<file path="src/rtl/atmr_pkg.sv">
package atmr_pkg;
    localparam int DATA_W  = 32;
    localparam int ADDR_W  = 8;

    // word indices (byte address / 4)
    localparam logic [5:0] W_CTRL     = 6'd0;
    localparam logic [5:0] W_STEP     = 6'd1;
    localparam logic [5:0] W_ALM_LO   = 6'd2;
    localparam logic [5:0] W_ALM_HI   = 6'd3;
    localparam logic [5:0] W_LD_LO    = 6'd4;
    localparam logic [5:0] W_LD_HI    = 6'd5;
    localparam logic [5:0] W_LD_GO    = 6'd6;
    localparam logic [5:0] W_SNAP_GO  = 6'd7;
    localparam logic [5:0] W_SNAP_LO  = 6'd8;
    localparam logic [5:0] W_SNAP_HI  = 6'd9;
    localparam logic [5:0] W_IRQ_EN   = 6'd10;
    localparam logic [5:0] W_IRQ_STAT = 6'd11;
    localparam logic [5:0] W_IRQ_CLR  = 6'd12;

    // control bit positions
    localparam int B_RUN   = 0;
    localparam int B_UP    = 1;
    localparam int B_LEVEL = 2;
    localparam int B_ALEN  = 3;
    localparam int B_SLOW  = 4;
    localparam int DIV_LSB = 16;

    typedef enum logic {SN_IDLE, SN_WAIT} snap_state_t;
    typedef enum logic {AL_IDLE, AL_FIRED} alarm_state_t;
endpackage

</file>
<file path="src/rtl/atmr_regs.sv">
module atmr_regs
    import atmr_pkg::*;
#(
    parameter int DIV_W = 16,
    parameter int CNT_W = 2 * DATA_W
) (
    input  logic              clk,
    input  logic              rst_n,
    input  logic              we,
    input  logic [ADDR_W-1:0] addr,
    input  logic [DATA_W-1:0] wdata,
    output logic [DATA_W-1:0] rdata,
    output logic              run_en,
    output logic              count_up,
    output logic              level_mode,
    output logic              alarm_en,
    output logic              slow_sel,
    output logic [DIV_W-1:0]  divider,
    output logic [DATA_W-1:0] step,
    output logic [CNT_W-1:0]  alarm_val,
    output logic [CNT_W-1:0]  load_val,
    output logic              irq_en,
    output logic              ld_go,
    output logic              snap_go,
    output logic              clr_go,
    input  logic [CNT_W-1:0]  snap,
    input  logic              status
);
    localparam int HALF = CNT_W / 2;

    logic       aligned;
    logic [5:0] widx;

    assign aligned = (addr[1:0] == 2'b00);
    assign widx    = addr[ADDR_W-1:2];

    assign ld_go   = we && aligned && (widx == W_LD_GO);
    assign snap_go = we && aligned && (widx == W_SNAP_GO);
    assign clr_go  = we && aligned && (widx == W_IRQ_CLR) && wdata[0];

    always_ff @(posedge clk) begin
        if (!rst_n) begin
            run_en     <= 1'b0;
            count_up   <= 1'b0;
            level_mode <= 1'b0;
            alarm_en   <= 1'b0;
            slow_sel   <= 1'b0;
            divider    <= '0;
            step       <= '0;
            alarm_val  <= '1;
            load_val   <= '0;
            irq_en     <= 1'b0;
        end else if (we && aligned) begin
            unique case (widx)
                W_CTRL: begin
                    run_en     <= wdata[B_RUN];
                    count_up   <= wdata[B_UP];
                    level_mode <= wdata[B_LEVEL];
                    alarm_en   <= wdata[B_ALEN];
                    slow_sel   <= wdata[B_SLOW];
                    divider    <= wdata[DIV_LSB +: DIV_W];
                end
                W_STEP:   step <= wdata;
                W_ALM_LO: alarm_val[HALF-1:0]     <= wdata;
                W_ALM_HI: alarm_val[CNT_W-1:HALF] <= wdata;
                W_LD_LO:  load_val[HALF-1:0]      <= wdata;
                W_LD_HI:  load_val[CNT_W-1:HALF]  <= wdata;
                W_IRQ_EN: irq_en <= wdata[0];
                default: ;
            endcase
        end
    end

    always_comb begin
        rdata = '0;
        if (aligned) begin
            unique case (widx)
                W_CTRL: begin
                    rdata[B_RUN]   = run_en;
                    rdata[B_UP]    = count_up;
                    rdata[B_LEVEL] = level_mode;
                    rdata[B_ALEN]  = alarm_en;
                    rdata[B_SLOW]  = slow_sel;
                    rdata[DIV_LSB +: DIV_W] = divider;
                end
                W_STEP:     rdata = step;
                W_ALM_LO:   rdata = alarm_val[HALF-1:0];
                W_ALM_HI:   rdata = alarm_val[CNT_W-1:HALF];
                W_LD_LO:    rdata = load_val[HALF-1:0];
                W_LD_HI:    rdata = load_val[CNT_W-1:HALF];
                W_SNAP_LO:  rdata = snap[HALF-1:0];
                W_SNAP_HI:  rdata = snap[CNT_W-1:HALF];
                W_IRQ_EN:   rdata[0] = irq_en;
                W_IRQ_STAT: rdata[0] = status;
                default:    rdata = '0;
            endcase
        end
    end
endmodule

</file>
<file path="src/rtl/atmr_counter.sv">
module atmr_counter
    import atmr_pkg::*;
#(
    parameter int CNT_W  = 64,
    parameter int FRAC_W = 19,
    parameter int DIV_W  = 16,
    parameter int STEP_W = 32
) (
    input  logic              clk,
    input  logic              rst_n,
    input  logic              run_en,
    input  logic              count_up,
    input  logic              slow_sel,
    input  logic [DIV_W-1:0]  divider,
    input  logic [STEP_W-1:0] step,
    input  logic              slow_stb,
    input  logic              ld_go,
    input  logic [CNT_W-1:0]  ld_val,
    input  logic              snap_go,
    output logic [CNT_W-1:0]  count,
    output logic [CNT_W-1:0]  snap
);
    localparam int ACC_W = CNT_W + FRAC_W;
    localparam logic [ACC_W-1:0] ONE_TICK = ACC_W'(1) << FRAC_W;

    logic [ACC_W-1:0] acc_q, acc_d;
    logic [DIV_W-1:0] pre_q, pre_d;
    logic             counting, fast_tick, slow_tick, cap_now;
    snap_state_t      sn_q, sn_d;
    logic [CNT_W-1:0] snap_q;

    assign counting = run_en && count_up;

    // prescaler
    always_comb begin
        pre_d     = pre_q;
        fast_tick = 1'b0;
        if (!counting || slow_sel) begin
            pre_d = '0;
        end else if (divider <= DIV_W'(1) || pre_q >= divider - DIV_W'(1)) begin
            fast_tick = 1'b1;
            pre_d     = '0;
        end else begin
            pre_d = pre_q + DIV_W'(1);
        end
    end

    assign slow_tick = counting && slow_sel && slow_stb;

    // accumulator: integer count above FRAC_W fractional bits
    always_comb begin
        if (ld_go)          acc_d = {ld_val, FRAC_W'(0)};
        else if (fast_tick) acc_d = acc_q + ONE_TICK;
        else if (slow_tick) acc_d = acc_q + ACC_W'(step);
        else                acc_d = acc_q;
    end

    always_ff @(posedge clk) begin
        if (!rst_n) begin
            acc_q <= '0;
            pre_q <= '0;
        end else begin
            acc_q <= acc_d;
            pre_q <= pre_d;
        end
    end

    assign count = acc_q[ACC_W-1:FRAC_W];

    // snapshot state machine
    assign cap_now = (sn_q == SN_WAIT) &&
                     (fast_tick || slow_tick || ld_go || !counting);

    always_comb begin
        sn_d = sn_q;
        unique case (sn_q)
            SN_IDLE: if (snap_go) sn_d = SN_WAIT;
            SN_WAIT: if (cap_now && !snap_go) sn_d = SN_IDLE;
            default: sn_d = SN_IDLE;
        endcase
    end

    always_ff @(posedge clk) begin
        if (!rst_n) sn_q <= SN_IDLE;
        else        sn_q <= sn_d;
    end

    always_ff @(posedge clk) begin
        if (!rst_n)       snap_q <= '0;
        else if (cap_now) snap_q <= acc_d[ACC_W-1:FRAC_W];
    end

    assign snap = snap_q;

    a_r4_load_applies: assert property (@(posedge clk) disable iff (!rst_n)
        ld_go |=> (count == $past(ld_val)));

    a_r2_hold_when_idle: assert property (@(posedge clk) disable iff (!rst_n)
        (!counting && !ld_go) |=> $stable(count));

    a_r3_snap_holds: assert property (@(posedge clk) disable iff (!rst_n)
        (sn_q == SN_IDLE && !snap_go) |=> $stable(snap));

    a_r3_stopped_capture: assert property (@(posedge clk) disable iff (!rst_n)
        (sn_q == SN_WAIT && !counting && !snap_go) |=> (sn_q == SN_IDLE));
endmodule

</file>
<file path="src/rtl/atmr_alarm.sv">
module atmr_alarm
    import atmr_pkg::*;
#(
    parameter int CNT_W = 64
) (
    input  logic             clk,
    input  logic             rst_n,
    input  logic [CNT_W-1:0] count,
    input  logic [CNT_W-1:0] alarm_val,
    input  logic             alarm_en,
    input  logic             level_mode,
    input  logic             irq_en,
    input  logic             clr_go,
    output logic             status,
    output logic             irq
);
    alarm_state_t st_q, st_d;
    logic         hit, pulse_q;

    assign hit = alarm_en && (count >= alarm_val);

    always_comb begin
        st_d = st_q;
        unique case (st_q)
            AL_IDLE:  if (!clr_go && hit) st_d = AL_FIRED;
            AL_FIRED: if (clr_go)         st_d = AL_IDLE;
            default:  st_d = AL_IDLE;
        endcase
    end

    always_ff @(posedge clk) begin
        if (!rst_n) begin
            st_q    <= AL_IDLE;
            pulse_q <= 1'b0;
        end else begin
            st_q    <= st_d;
            pulse_q <= (st_q == AL_IDLE) && (st_d == AL_FIRED);
        end
    end

    always_comb begin
        status = (st_q == AL_FIRED);
        irq    = irq_en && (level_mode ? status : pulse_q);
    end

    a_r6_fire_needs_hit: assert property (@(posedge clk) disable iff (!rst_n)
        $rose(status) |-> $past(hit));

    a_r7_status_sticky: assert property (@(posedge clk) disable iff (!rst_n)
        (status && !clr_go) |=> status);

    a_r8_clear_wins: assert property (@(posedge clk) disable iff (!rst_n)
        clr_go |=> !status);

    a_r10_single_pulse: assert property (@(posedge clk) disable iff (!rst_n)
        pulse_q |=> !pulse_q);
endmodule

</file>
<file path="src/rtl/alarm_timer64.sv">
module alarm_timer64
    import atmr_pkg::*;
#(
    parameter int DIV_W  = 16,
    parameter int FRAC_W = 19
) (
    input  logic              clk,
    input  logic              rst_n,
    input  logic              slow_stb,
    input  logic              reg_we,
    input  logic [ADDR_W-1:0] reg_addr,
    input  logic [DATA_W-1:0] reg_wdata,
    output logic [DATA_W-1:0] reg_rdata,
    output logic              irq
);
    localparam int CNT_W = 2 * DATA_W;

    logic              run_en, count_up, level_mode, alarm_en, slow_sel, irq_en;
    logic              ld_go, snap_go, clr_go, status;
    logic [DIV_W-1:0]  divider;
    logic [DATA_W-1:0] step;
    logic [CNT_W-1:0]  alarm_val, load_val, count, snap;

    atmr_regs #(.DIV_W(DIV_W), .CNT_W(CNT_W)) u_regs (
        .clk(clk), .rst_n(rst_n), .we(reg_we), .addr(reg_addr),
        .wdata(reg_wdata), .rdata(reg_rdata),
        .run_en(run_en), .count_up(count_up), .level_mode(level_mode),
        .alarm_en(alarm_en), .slow_sel(slow_sel), .divider(divider),
        .step(step), .alarm_val(alarm_val), .load_val(load_val),
        .irq_en(irq_en), .ld_go(ld_go), .snap_go(snap_go), .clr_go(clr_go),
        .snap(snap), .status(status)
    );

    atmr_counter #(.CNT_W(CNT_W), .FRAC_W(FRAC_W), .DIV_W(DIV_W),
                   .STEP_W(DATA_W)) u_cnt (
        .clk(clk), .rst_n(rst_n), .run_en(run_en), .count_up(count_up),
        .slow_sel(slow_sel), .divider(divider), .step(step),
        .slow_stb(slow_stb), .ld_go(ld_go), .ld_val(load_val),
        .snap_go(snap_go), .count(count), .snap(snap)
    );

    atmr_alarm #(.CNT_W(CNT_W)) u_alarm (
        .clk(clk), .rst_n(rst_n), .count(count), .alarm_val(alarm_val),
        .alarm_en(alarm_en), .level_mode(level_mode), .irq_en(irq_en),
        .clr_go(clr_go), .status(status), .irq(irq)
    );
endmodule

</file>
<file path="config.mk">
export PLATFORM = sky130hd
export DESIGN_NAME = alarm_timer64
export DESIGN_NICKNAME = d
export VERILOG_FILES = /design/src/rtl/atmr_pkg.sv /design/src/rtl/atmr_regs.sv /design/src/rtl/atmr_counter.sv /design/src/rtl/atmr_alarm.sv /design/src/rtl/alarm_timer64.sv
export SDC_FILE = /design/constraint.sdc
export NUM_CORES = 1
export LEC_CHECK = 0
export BUFFER_PORTS_ARGS = -buffer_cell sky130_fd_sc_hd__buf_4
export CAP_MARGIN = 20
export CORE_UTILIZATION = 35
export CTS_CLUSTER_SIZE = 12
export DETAILED_ROUTE_END_ITERATION = 7
export PLACE_DENSITY = 0.49
export SLEW_MARGIN = 15
export SYNTH_ARGS = -nofsm -noshare
export SYNTH_HDL_FRONTEND = slang
export SYNTH_HIERARCHICAL = 1
export SYNTH_SLANG_ARGS = --single-unit
</file>
<file path="constraint.sdc">
create_clock -name clk -period 4.05 [get_ports clk]
set_input_delay 0.2025 -clock clk [delete_from_list [all_inputs] [get_ports clk]]
set_output_delay 0.2025 -clock clk [all_outputs]
set_load 0.02 [all_outputs]
</file>
==> impl_metrics.toml, run 1 <==
[critical_path]
regToRegStartpoint = "u_regs/divider[2]"
r2r-end = "u_cnt/snap[20]"
arrival_ps = 4630
rr_worst_depth = 16
startpoint_type = "register"
endpoint_kind = "register"
crit_path_start = "u_regs/divider[2]"
r2r_slack_ps = -80
critPathRequiredTime_ps = 4550
worstSetupPathType = "reg -> reg"
cp_max_fo = 8
worstSetupEndpoint = "u_cnt/snap[20]"

[detailed_routing]
antenna_left = 0
routed_via_density = 5.82
drt_iter0_drc = 2240
drc = 0
routedWlPerCell_um = 25.5
dr.pass1.iters = 6
vias = 20841
wl_um = 91400

[logic_synthesis]
syn_nets = 2875
syn_area_mm2 = 0.0212
async_flop_share_pct = 0
yosys-top-cells-area = "dfxtp_1 33%, nand2_1 9.7%, ha_1 6.9%"
synthCells = 2714
synthDistinctLibCells = 86
ys_ff_latch = 348
seq_area_frac_synth_pct = 32.9
syn_avg_cell_area_um2 = 7.80
synth_warnings = 6
yosysTopAreaCellShare_pct = 32.9
synth_flop_cell = "dfxtp_1"
yosys.area.top_type = "dfxtp_1"
synth_edf_count = 0

[die]
die_area_mm2 = 0.0615
die_h_um = 248
start_util_pct = 35.7
die_x_um = 248
row_count = 89
coreArea_mm2 = 0.0594
io_pins = 77

[clock_tree]
cts_buffers = 44
cts_tree = "done"
clk_latency_ps = 600
h-tree-depth = 2
clkTransAtPathRegs_ps = 60
cts-root-buf = "clkbuf_16"
cts_max_path_buffers = 3
cts_sinks = 348

[final_layout]
num-fill-cells = 5953
final_common_cell = "nand2_1"
syn_to_final_growth_pct = 19.2
antenna_cells = 0
mostFrequentLayoutCells = "542 x nand2_1, 347 x dfxtp_1, 175 x buf_4, 175 x nand3_1, 156 x nor2_1"
layout-drive-gt1-share_pct = 16.2
nets = 2933

[timing]
slew_violations = 0
fin_ws_ps = -80.6
fmax_ghz = 0.242
rsz0062_at_grt = "yes"
hold_viol = 0
tightest_slew_ps = 1260
final.setup_skew_ps = 27.8
fin_tns_setup_ps = -483
fin_crit_sh_pct = 102
setup_violations = 19
fin_crit_ps = 4130
max-slew-margin-rel_pct = 15.5

[global_route]
antenna_found_initial = 2
grt.total_usage_pct = 29.3
gr-total-overflow = 0
grt_pass1_vias = 19976
grt_pass1_wl_um = 133000
grt_max_degree = 108

[placement]
io_buffers = 76
post-place-ws_ps = -223
place_congestion = 0.928
dp_hpwl_um = 64900

[flow_run]
cap_violations = 0

[outcome]
status = "finished, violations left"
violations = "setup timing"

[min_path]
worstHoldPathType = "in -> reg"

[power_and_ir_drop]
irDropWorstVdd_v = 0.000329
powerDensity_mw_per_mm2 = 321
p_leak_uw = 0.0105
## repair_timing
item,in CTS,in global routing
setup buffers,2,13
gates resized for setup,45,95
hold buffers,32,0
pin swaps,17,45
hold endpoints to repair,181,0
endpoints found under the setup margin,72,123
gates cloned,1,2
## routing by layer
| metal | wire length [um] | vias to the layer above | global-route usage (%) |
|---|---|---|---|
| met5 | 23 | - | 0 |
| met4 | 4020 | 4 | 12.7 |
| met3 | 7660 | 183 | 5.29 |
| met2 | 39300 | 929 | 44.3 |
| met1 | 40300 | 10119 | 40.5 |
| li1 | - | 9606 | - |
## report_power, final
group / switching, uW / total (uW) / internal [uW]
registers: 5.74 / 3430 / 3430
logic: 233 / 358 / 125
clock network: 1660 / 4320 / 2660
## worst min-delay path by stage
stage	start	endpoint	slack, ps	depth (start not counted)
after global routing	rst_n	u_regs/alarm_val[48]	160	2
final	rst_n	u_regs/alarm_val[18]	160	2
after floorplan	reg_wdata[10]	u_regs/alarm_val[10]	330	2
after global placement	u_cnt/pre_q[0]	u_cnt/pre_q[0]	440	1
after CTS	rst_n	u_regs/alarm_val[18]	140	2
after detailed placement	register	register	450	2
## synthesized netlist by cell type (44+ instances only)
cell type / instances
mux2i_1: 44
nand2_1: 549
clkbuf_1: 100
buf_4: 66
nand3_1: 183
a21oi_1: 143
ha_1: 116
o21ai_0: 85
a21boi_0: 105
a31oi_1: 46
inv_1: 85
dfxtp_1: 348
buf_2: 45
nor2_1: 164
xnor2_1: 51
## per-stage QoR
stage / util [%] / hold slack (ps) / area (um2) / cells / total power (uW)
global placement: 38.0 / 437 / 22500 / 3450 / 3830
floorplan: - / 326 / 21200 / 2714 / 3670
detailed placement: 38.0 / 448 / 22500 / 3450 / 3830
global route: 42.5 / 165 / 25200 / 3580 / 8320
finish: 42.5 / 163 / 25200 / 3580 / 8110
CTS: 41.6 / 142 / 24700 / 3565 / 8160
## state kept, by name, indices dropped and copies added (netlist names), 16 cells and up, named ones only
register and flops:
u_cnt/acc_q 64, u_cnt/snap 64, u_regs/alarm_val 64, u_regs/load_val 64, u_regs/step 32, u_cnt/pre_q 16, u_regs/divider 16
## kinds of logic after synthesis
kind of cell / count (synthesis) / synth area share, %
buf+inv: 315 / 7.27
compound gates: 624 / 20.1
xor+xnor: 93 / 3.85
fa+ha+maj: 117 / 6.95
simple gates: 1126 / 24.1
mux: 91 / 4.85
flops: 348 / 32.9
## final cells by class
cell class                 instances  area (um2)  area share (%)
timing repair buffer             240        2110            8.38
multi-input combinational       2052       13300            52.7
clock buffer                      65        1330            5.28
inverter                          86         323            1.28
sequential                       348        6970            27.6
clock inverter                    16         241           0.957
tap                              773         967            3.83
## worst max-delay path, cell delays in order, from the launching register on
cell and delay, ps:
dfxtp_2 320, or4_4 550, nor3_4 200, and3_4 240, nand2_2 50, xor2_1 160, ha_1 330, nand4_1 170
a211oi_2 200, a211oi_2 100, buf_4 190, or4b_4 540, nand3_4 230, nand3_2 110, xnor2_1 150, mux2_4 280
a31o_4 220
Power figures use the tool's default switching activity.
==> run 2, diff against run 1 <==
--- a/config.mk
+++ b/config.mk
@@ -11,6 +11,7 @@
 export CTS_CLUSTER_SIZE = 12
 export DETAILED_ROUTE_END_ITERATION = 7
 export PLACE_DENSITY = 0.49
+export SETUP_SLACK_MARGIN = 0.2
 export SLEW_MARGIN = 15
 export SYNTH_ARGS = -nofsm -noshare
 export SYNTH_HDL_FRONTEND = slang
==> impl_metrics.toml, run 2 (same netlist as run 1, synthesis figures left out) <==
[final_layout]
layout-drive-gt1-share_pct = 16.4
antenna_cells = 0
num-fill-cells = 5945
mostFrequentLayoutCells = "543 x nand2_1, 347 x dfxtp_1, 181 x buf_4"
final_common_cell = "nand2_1"
syn_to_final_growth_pct = 20.1
finalNonFillerCells = 3591
nets = 2944
final_core_util_pct = 42.8

[power_and_ir_drop]
p_leak_uw = 0.0105
irDropWorstVdd_v = 0.000260
powerDensity_mw_per_mm2 = 320

[global_route]
grt.total_usage_pct = 29.2
grt_pass1_vias = 19613
grt_max_degree = 80
antenna_found_initial = 2
gr-total-overflow = 0
grt_pass1_wl_um = 133000

[critical_path]
worstSetupPathType = "reg -> reg"
startpoint_type = "register"
critPathRequiredTime_ps = 4550
cp_max_fo = 6
crit_buf_inv = 2
path_delay_family = "simple AND/OR/NAND/NOR gates"
endpoint_kind = "register"
slowest_delay_ps = 550
cp_common_cell = "buf_12"
arrival_ps = 4610
cp_slowest_cell = "or4_4"
path_cells = "or4_4 > nor3_4 > and3_4 > nand2_2 > xor2_1 > ha_1 > nand4_1 > a211oi_2 > a211oi_4 > buf_12 > or4b_4 > nand3_4 > buf_12 > nand4_4 > xnor2_1 > nor2_1 > o31ai_1"

[timing]
setup_violations = 30
hold_viol = 0
final.setup_skew_ps = 13.4
fin_tns_setup_ps = -968
fin_crit_ps = 4110
fin_crit_sh_pct = 101
slew_violations = 0
tightest_slew_ps = 1200
fin_ws_ps = -59.3
rsz0062_at_grt = "yes"
fmax_ghz = 0.243
max-slew-margin-rel_pct = 19.8

[die]
row_count = 89
io_pins = 77
start_util_pct = 35.7
die_area_mm2 = 0.0615
die_x_um = 248
die_h_um = 248
coreArea_mm2 = 0.0594

[flow_run]
cap_violations = 0

[detailed_routing]
vias = 20887
dr.pass1.iters = 6
antenna_left = 0
routed_via_density = 5.82
drt_iter0_drc = 2175
wl_um = 90900
routedWlPerCell_um = 25.3
drc = 0

[clock_tree]
clk_latency_ps = 590
cts-root-buf = "clkbuf_16"
cts_buffers = 45
cts_sinks = 348
cts_max_path_buffers = 3
clkTransAtPathRegs_ps = 60
h-tree-depth = 2
cts_tree = "done"

[placement]
post-place-cells = 3452
io_buffers = 76
dp_hpwl_um = 65600
place_congestion = 0.972

[outcome]
status = "finished, violations left"
violations = "setup timing"

[min_path]
worstHoldPathType = "in -> reg"
[run 2: cell count changes in the layout (fill, tap and decap cells not counted), sizes merged]
cell / change
bufbuf: +1
clkbuf: -4
inv: +1
buf: +11
nor2: -1
clkinvlp: +2
clkinv: +1
[run 2: area by class of cell]
| type | instances | area [um2] | share of cell area (%) |
|---|---|---|---|
| repair buffers | 251 | 2320 | 9.13 |
| flip-flops and latches | 348 | 6970 | 27.4 |
| clock buffers | 62 | 1320 | 5.20 |
| inverters | 86 | 323 | 1.27 |
| well taps | 773 | 967 | 3.80 |
| clock inverters | 20 | 259 | 1.02 |
| multi-input cells | 2051 | 13300 | 52.2 |
[run 2: worst reg2reg max path: stages (launching register included)]
cell	delay [ps]
dfxtp_2	310
or4_4	550
nor3_4	190
and3_4	240
nand2_2	50
xor2_1	160
ha_1	320
nand4_1	150
a211oi_2	260
a211oi_4	110
buf_12	160
or4b_4	540
nand3_4	200
buf_12	170
nand4_4	90
xnor2_1	190
nor2_1	80
o31ai_1	260
[run 2: stage by stage]
stage	cell area [um2]	power (uW)	setup slack (ps)	hold WS, ps
after floorplan	21200	3670	195	326
after CTS	25100	8200	-159	21.3
after global placement	22600	3830	-182	443
final	25400	8150	-59.3	34.9
after detailed placement	22600	3830	-216	450
after global routing	25400	8350	-283	37.3
[run 2: what timing repair did]
item,in CTS,in global routing
setup buffers,9,13
gates cloned,3,0
gates resized for setup,81,52
hold buffers,32,0
setup endpoints to repair,119,128
endpoints found under the hold margin,181,0
pin swaps,31,35
[run 2: layer usage]
metal	up-vias	track usage (%)	share of wire, %
met4	4	10.3	3.8
met2	910	45.2	44
li1	9615	-	-
met3	168	5.23	8.0
met1	10190	40.4	44
met5	-	0	0.033
[run 2: final timing paths]
| path | startpoint | end | slack, ps | cells past startpoint |
|---|---|---|---|---|
| hold / removal | rst_n | u_regs/alarm_val[48] | 30 | 2 |
| setup reg to reg | u_regs/divider[5] | u_cnt/snap[54] | -60 | 17 |
| setup / recovery | u_regs/divider[5] | u_cnt/snap[54] | -60 | 17 |
| hold reg to reg | register | register | 460 | 2 |
[run 2: report_power, final]
part           switching (uW)  internal, uW  leakage [uW]  total, uW
clock                    1690          2660      0.000784       4350
combinational             231           128       0.00696        359
sequential               5.51          3430       0.00281       3430
total                    1930          6210        0.0105       8150
